===== config.mk =====
export PLATFORM = sky130hd
export DESIGN_NAME = serial_frame_rx
export DESIGN_NICKNAME = d
export VERILOG_FILES = /design/src/rtl/sfrx_pkg.sv /design/src/rtl/sfrx_sync.sv /design/src/rtl/sfrx_bitctl.sv /design/src/rtl/sfrx_status.sv /design/src/rtl/serial_frame_rx.sv
export SDC_FILE = /design/constraint.sdc
export NUM_CORES = 1
export LEC_CHECK = 0
export ABC_AREA = 1
export CELL_PAD_IN_SITES_DETAIL_PLACEMENT = 0
export CELL_PAD_IN_SITES_GLOBAL_PLACEMENT = 1
export CORE_MARGIN = 10
export CORE_UTILIZATION = 30
export CTS_CLUSTER_DIAMETER = 80
export DETAILED_ROUTE_END_ITERATION = 10
export DONT_BUFFER_PORTS = 1
export PLACE_DENSITY_LB_ADDON = 0.1
export SLEW_MARGIN = 40
export SYNTH_ARGS = -nofsm -noshare
export SYNTH_HDL_FRONTEND = slang
export SYNTH_HIERARCHICAL = 1
export SYNTH_SLANG_ARGS = --single-unit

===== constraint.sdc =====
create_clock -name clk -period 1.7 [get_ports clk]
set_clock_uncertainty 0.1 [all_clocks]
set_input_delay 0.085 -clock clk [delete_from_list [all_inputs] [get_ports clk]]
set_output_delay 0.085 -clock clk [all_outputs]
set_load 0.02 [all_outputs]

===== src/rtl/sfrx_pkg.sv =====
package sfrx_pkg;
  typedef enum logic [2:0] {
    RX_IDLE  = 3'd0,
    RX_START = 3'd1,
    RX_DATA  = 3'd2,
    RX_PAR   = 3'd3,
    RX_STOP  = 3'd4
  } rx_state_e;

  typedef struct packed {
    logic parity_bad;
    logic stop_bad;
  } rx_err_t;
endpackage


===== src/rtl/sfrx_sync.sv =====
module sfrx_sync #(
  parameter int STAGES = 2
) (
  input  logic clk,
  input  logic rst_n,
  input  logic din,
  output logic dout
);
  logic [STAGES-1:0] pipe;

  generate
    for (genvar g = 0; g < STAGES; g++) begin : g_stage
      if (g == 0) begin : g_first
        always_ff @(posedge clk or negedge rst_n)
          if (!rst_n) pipe[0] <= 1'b1;
          else        pipe[0] <= din;
      end else begin : g_next
        always_ff @(posedge clk or negedge rst_n)
          if (!rst_n) pipe[g] <= 1'b1;
          else        pipe[g] <= pipe[g-1];
      end
    end
  endgenerate

  assign dout = pipe[STAGES-1];
endmodule


===== src/rtl/sfrx_bitctl.sv =====
module sfrx_bitctl
  import sfrx_pkg::*;
#(
  parameter int DATA_W = 8,
  parameter int OVS    = 16
) (
  input  logic              clk,
  input  logic              rst_n,
  input  logic              en,
  input  logic              tick,
  input  logic              line,
  input  logic              fmt_full,
  input  logic              par_en,
  input  logic              par_odd,
  output logic              done,
  output logic [DATA_W-1:0] word,
  output rx_err_t           errs
);
  localparam int CW = $clog2(OVS);
  localparam int BW = $clog2(DATA_W + 1);
  localparam logic [CW-1:0] MID  = CW'(OVS / 2 - 1);
  localparam logic [CW-1:0] LAST = CW'(OVS - 1);

  rx_state_e         state;
  logic [CW-1:0]     cnt;
  logic [BW-1:0]     bitn;
  logic [DATA_W-1:0] shreg;
  logic              par_acc;
  logic              perr_q;
  logic [BW-1:0]     last_bit;

  assign last_bit = fmt_full ? BW'(DATA_W - 1) : BW'(DATA_W - 2);

  always_ff @(posedge clk or negedge rst_n) begin
    if (!rst_n) begin
      state   <= RX_IDLE;
      cnt     <= '0;
      bitn    <= '0;
      shreg   <= '0;
      par_acc <= 1'b0;
      perr_q  <= 1'b0;
      done    <= 1'b0;
      word    <= '0;
      errs    <= '0;
    end else begin
      done <= 1'b0;
      if (!en) begin
        state <= RX_IDLE;
        cnt   <= '0;
      end else if (tick) begin
        unique case (state)
          RX_IDLE: begin
            cnt <= '0;
            if (!line) state <= RX_START;
          end
          RX_START: begin
            if (cnt == MID) begin
              cnt     <= '0;
              bitn    <= '0;
              shreg   <= '0;
              par_acc <= 1'b0;
              perr_q  <= 1'b0;
              state   <= line ? RX_IDLE : RX_DATA;
            end else begin
              cnt <= cnt + 1'b1;
            end
          end
          RX_DATA: begin
            if (cnt == LAST) begin
              cnt     <= '0;
              shreg   <= {line, shreg[DATA_W-1:1]};
              par_acc <= par_acc ^ line;
              if (bitn == last_bit) state <= par_en ? RX_PAR : RX_STOP;
              else                  bitn  <= bitn + 1'b1;
            end else begin
              cnt <= cnt + 1'b1;
            end
          end
          RX_PAR: begin
            if (cnt == LAST) begin
              cnt    <= '0;
              perr_q <= (par_acc ^ line) != par_odd;
              state  <= RX_STOP;
            end else begin
              cnt <= cnt + 1'b1;
            end
          end
          RX_STOP: begin
            if (cnt == LAST) begin
              cnt             <= '0;
              state           <= RX_IDLE;
              done            <= 1'b1;
              word            <= fmt_full ? shreg : {1'b0, shreg[DATA_W-1:1]};
              errs.parity_bad <= perr_q;
              errs.stop_bad   <= !line;
            end else begin
              cnt <= cnt + 1'b1;
            end
          end
          default: state <= RX_IDLE;
        endcase
      end
    end
  end
endmodule


===== src/rtl/sfrx_status.sv =====
module sfrx_status
  import sfrx_pkg::*;
#(
  parameter int DATA_W = 8
) (
  input  logic              clk,
  input  logic              rst_n,
  input  logic              en,
  input  logic              done,
  input  logic [DATA_W-1:0] word,
  input  rx_err_t           errs,
  input  logic              rd_ready,
  input  logic              err_clr,
  input  logic              irq_en,
  output logic [DATA_W-1:0] rd_data,
  output logic              rd_valid,
  output logic              err_parity,
  output logic              err_overrun,
  output logic              err_framing,
  output logic              irq,
  output logic              take
);
  logic rd_fire;

  assign take    = done & en;
  assign rd_fire = rd_valid & rd_ready;

  always_ff @(posedge clk or negedge rst_n) begin
    if (!rst_n) begin
      rd_data  <= '0;
      rd_valid <= 1'b0;
    end else if (take) begin
      rd_valid <= 1'b1;
      if (!rd_valid || rd_fire) rd_data <= word;
    end else if (rd_fire) begin
      rd_valid <= 1'b0;
    end
  end

  always_ff @(posedge clk or negedge rst_n) begin
    if (!rst_n) begin
      err_parity  <= 1'b0;
      err_overrun <= 1'b0;
      err_framing <= 1'b0;
    end else if (take) begin
      err_parity  <= err_parity  | errs.parity_bad;
      err_framing <= err_framing | errs.stop_bad;
      err_overrun <= err_overrun | (rd_valid & !rd_fire);
    end else if (err_clr || !en) begin
      err_parity  <= 1'b0;
      err_overrun <= 1'b0;
      err_framing <= 1'b0;
    end
  end

  assign irq = irq_en & rd_valid;
endmodule


===== src/rtl/serial_frame_rx.sv =====
module serial_frame_rx
  import sfrx_pkg::*;
#(
  parameter int DATA_W      = 8,
  parameter int OVS         = 16,
  parameter int SYNC_STAGES = 2
) (
  input  logic              clk,
  input  logic              rst_n,
  input  logic              rx_en,
  input  logic              os_tick,
  input  logic              sin,
  input  logic              fmt_8bit,
  input  logic              par_en,
  input  logic              par_odd,
  input  logic              irq_en,
  input  logic              err_clr,
  output logic [DATA_W-1:0] rd_data,
  output logic              rd_valid,
  input  logic              rd_ready,
  output logic              err_parity,
  output logic              err_overrun,
  output logic              err_framing,
  output logic              irq
);
  logic              line_s;
  logic              frm_done;
  logic              frm_take;
  logic [DATA_W-1:0] frm_word;
  rx_err_t           frm_errs;

  sfrx_sync #(.STAGES(SYNC_STAGES)) sync_i (
    .clk  (clk),
    .rst_n(rst_n),
    .din  (sin),
    .dout (line_s)
  );

  sfrx_bitctl #(.DATA_W(DATA_W), .OVS(OVS)) bitctl_i (
    .clk     (clk),
    .rst_n   (rst_n),
    .en      (rx_en),
    .tick    (os_tick),
    .line    (line_s),
    .fmt_full(fmt_8bit),
    .par_en  (par_en),
    .par_odd (par_odd),
    .done    (frm_done),
    .word    (frm_word),
    .errs    (frm_errs)
  );

  sfrx_status #(.DATA_W(DATA_W)) status_i (
    .clk        (clk),
    .rst_n      (rst_n),
    .en         (rx_en),
    .done       (frm_done),
    .word       (frm_word),
    .errs       (frm_errs),
    .rd_ready   (rd_ready),
    .err_clr    (err_clr),
    .irq_en     (irq_en),
    .rd_data    (rd_data),
    .rd_valid   (rd_valid),
    .err_parity (err_parity),
    .err_overrun(err_overrun),
    .err_framing(err_framing),
    .irq        (irq),
    .take       (frm_take)
  );
endmodule


==> flow_metrics.env <==
export IMPL_wl_met3_um=304
export IMPL_wl_met1_um=2770
export IMPL_wl_per_cell_um=13.5
export IMPL_crit_required_ns=1.80
export IMPL_drive_gt1_share_pct=24.9
export IMPL_ff2ff_setup_slack_ns=0.13
export IMPL_rr_worst_depth=10
export IMPL_status="complete, no violations"
export IMPL_yosysSeqAreaShare_pct=48.3
export IMPL_die_y_um=109
export IMPL_synth_cell_area_sq_um=2390
export IMPL_ys_warn_count=6
export IMPL_syn_num_nets=293
export IMPL_fill_cells=796
export IMPL_ant_nets=0
export IMPL_min_period_ns=1.57
export IMPL_drcViolationCount=0
export IMPL_cp_num_buf_inv=1
export IMPL_muxShareOfSynthArea_pct=0
export IMPL_r2r_end="bitctl_i/bitn[3]$_DFFE_PN0P_"
export IMPL_critPathCaptureType="register"
export IMPL_crit_family="simple AND/OR/NAND/NOR gates"
export IMPL_track_usage_pct=9.73
export IMPL_synth_enable_flop_cells=0
export IMPL_synth_cells=280
export IMPL_multi_input_area_sq_um=1150
export IMPL_drt_total_wl_um=5600
export IMPL_tightest_slew_ns=0.466
export IMPL_hold_violations=0
export IMPL_fp_dieW_um=109
export IMPL_vdd_drop_max_uv=340
export IMPL_startpoint_type="register"
export IMPL_first_iter_violations=97
export IMPL_synth_top_family_by_area="simple AND/OR/NAND/NOR gates"
export IMPL_cts_sinks=46
export IMPL_grt_max_degree=47
export IMPL_portBuffers=0
export IMPL_drtPass1Iterations=4
export IMPL_yosys_register_bits=46
export IMPL_final_max_slew_viol_count=0
export IMPL_grt_overflow_total=0
export IMPL_root_buffer="clkbuf_8"
export IMPL_synth_compound_area_share_pct=9.48
export IMPL_rsz0062_at_grt="no"
export IMPL_fin_tns_setup_ns=0
export IMPL_crit_top_cell="nand2_4"
export IMPL_met2_length_um=2460
export IMPL_timing_rr_start="bitctl_i/cnt[1]$_DFFE_PN0P_"
export IMPL_cts_buffers_inserted=5
export IMPL_cp_cell_sequence="ha_2 > nand2_4 > inv_2 > nand2_4 > nand2_4 > nand2_2 > nor2_2 > nand2_2 > nand2_1 > o21ai_1"
export IMPL_grt_pass1_vias=1845
export IMPL_cp_max_fo=6
export IMPL_coreArea_sq_um=7730
export IMPL_cp_depth=10
export IMPL_slowest_stage="dfrtp_1"
export IMPL_cts_buffer_depth=2
export IMPL_rows=32
export IMPL_maxCapViolCount=0
export IMPL_finalInstanceArea_sq_um=2930
export IMPL_start_util_pct=30.9
export IMPL_crit_path_end="bitctl_i/bitn[3]$_DFFE_PN0P_"
export IMPL_cts_tree="done"
export IMPL_viasPerCell=4.53
export IMPL_die_area_sq_um=11900
export IMPL_slew_headroom_pct=68.8
export IMPL_utilization_pct=37.9
export IMPL_antenna_found_initial=0
export IMPL_cts_clk_slew_worst_paths_ns=0.10
export IMPL_grt_pass1_wl_um=9330
export IMPL_top_layer="met4"
export IMPL_synthArstFlopShare_pct=100
export IMPL_min_path_type="in2reg"
export IMPL_power_leakage_nw=1.36
export IMPL_synthFlopType="dfrtp_1"
export IMPL_io_pins=24
export IMPL_num_vias=1882
export IMPL_total_power_mw=2.34
export IMPL_power_density_nw_per_um2=800
export IMPL_clock_latency_ns=0.30
export IMPL_synth_fa_ha_area_share_pct=1.05
export IMPL_setup_viol=0
export IMPL_yosys_area_share_simple_pct=33.3
export IMPL_arrival_ns=1.67
export IMPL_postSynthAreaPerCell_sq_um=8.53
export IMPL_fin_crit_sh_pct=92.1
export IMPL_htreeDepth=2
export IMPL_antenna_cells=0
export IMPL_critPathLaunch="bitctl_i/cnt[1]$_DFFE_PN0P_"
export IMPL_slowest_delay_ns=0.38
export IMPL_placed_cell_area_sq_um=2540
export IMPL_hold_slack_ns=0.0448
export IMPL_seqCellArea_sq_um=1150
export IMPL_synthToLayoutAreaGrowth_pct=22.6
export IMPL_layout_nets=325
export IMPL_synth_xor_area_share_pct=1.83
export IMPL_critPathKind="reg2reg"
export IMPL_place_congestion=0.740
export IMPL_ys_types=33
export IMPL_hpwl_um=3800
export IMPL_maxClockFrequency_mhz=639
layout make-up:
cell class | instances | share of cell area (%)
clock buffer | 5 | 2.35
clock inverter | 3 | 0.812
inverter | 17 | 2.31
multi-input combinational | 210 | 39.1
sequential | 46 | 39.4
tap | 102 | 4.36
timing repair buffer | 32 | 11.6
stage by stage:
step           instances  setup slack [ns]
2_1_floorplan        280             0.171
3_3_place_gp         384           0.00135
3_5_place_dp         384           -0.0296
4_1_cts              406           0.00967
5_1_grt              415           0.00228
6_report             415             0.135
per-layer routing:
metal / GRT usage, % / vias up
met4: 2.70 / 0
met5: 0 / -
li1: - / 975
met2: 14.4 / 29
met1: 13.5 / 873
met3: 2.77 / 5
registers in the layout, indices dropped and copies added (netlist names), 2 cells and up:
name and cells:
status_i/rd_data 8, bitctl_i/errs 2, bitctl_i/cnt 4, bitctl_i/word 8
bitctl_i/state 3, bitctl_i/bitn 4, bitctl_i/shreg 8
cell usage in the layout, fill, tap and decap left out, drive strengths merged:
cell type / n
a21oi: 7
a31oi: 7
buf: 21
clkbuf: 6
clkinv: 1
clkinvlp: 2
dfrtp: 44
dfstp: 2
dlygate4sd3: 10
ha: 2
inv: 17
nand2: 112
nand3: 25
nand4: 4
nor2: 23
nor3: 1
o21ai: 19
o22ai: 3
or2: 2
xnor2: 3
xor2: 2
worst min path at each step:
stage | start | end | depth (start not counted)
after floorplan | rst_n | bitctl_i/bitn[0]$_DFFE_PN0P_ | 0
after global placement | rst_n | status_i/err_framing$_DFFE_PN0P_ | 0
after detailed placement | rst_n | status_i/err_framing$_DFFE_PN0P_ | 0
after CTS | os_tick | bitctl_i/state[2]$_DFFE_PN0P_ | 5
after global routing | os_tick | bitctl_i/state[2]$_DFFE_PN0P_ | 5
final | os_tick | bitctl_i/state[1]$_DFFE_PN0P_ | 5
cells by family after synthesis:
group / Yosys count
adder cells (fa/ha/maj): 2
AO/OA/AOI/OAI: 36
buffers and inverters: 25
XOR/XNOR: 5
flip-flops: 46
AND/OR/NAND/NOR: 166
power by group:
group | switching, mW | total [mW] | internal (mW) | leakage [nW]
combinational | 0.293 | 0.466 | 0.173 | 0.698
sequential | 0.0389 | 1.17 | 1.13 | 0.626
clock | 0.416 | 0.711 | 0.295 | 0.0408
total | 0.748 | 2.34 | 1.60 | 1.36
timing repair:
item / 4_1_cts / 5_1_grt
pin swaps: 1 / 5
gates resized for setup: 4 / 10
buffers inserted: 3 / 7
endpoints found under the hold margin: 75 / 0
hold buffers: 11 / 0
setup endpoints to repair: 16 / 29
gates cloned: 0 / 2
Yosys cell counts (2+ instances only):
cell     instances  area (sq um)
buf_6            3          33.8
or2_2            2          12.5
nand3_1         21           105
o21ai_2          9          78.8
inv_2            3          11.3
xnor2_1          3          26.3
dfstp_2          2          52.6
xor2_1           2          17.5
nor2_2           2          12.5
a21oi_1          7          35.0
o22ai_1          3          18.8
nand4_1          4          25.0
dfrtp_1         44          1100
nand3_4          2          35.0
buf_2            3          15.0
nand2_2          7          43.8
ha_1             2          25.0
nand2_1        101           379
nand2_4          3          33.8
inv_1           12          45.0
nor2_1          19          71.3
a31oi_1          7          43.8
o21ai_1          9          45.0
worst register-to-register path: stages, from the launching register on:
cell and delay [ns]:
dfrtp_1 0.38, ha_2 0.21, nand2_4 0.07, inv_2 0.08, nand2_4 0.08, nand2_4 0.10
nand2_2 0.09, nor2_2 0.12, nand2_2 0.10, nand2_1 0.08, o21ai_1 0.06
Note: power is estimated with default switching activity, not from simulation.
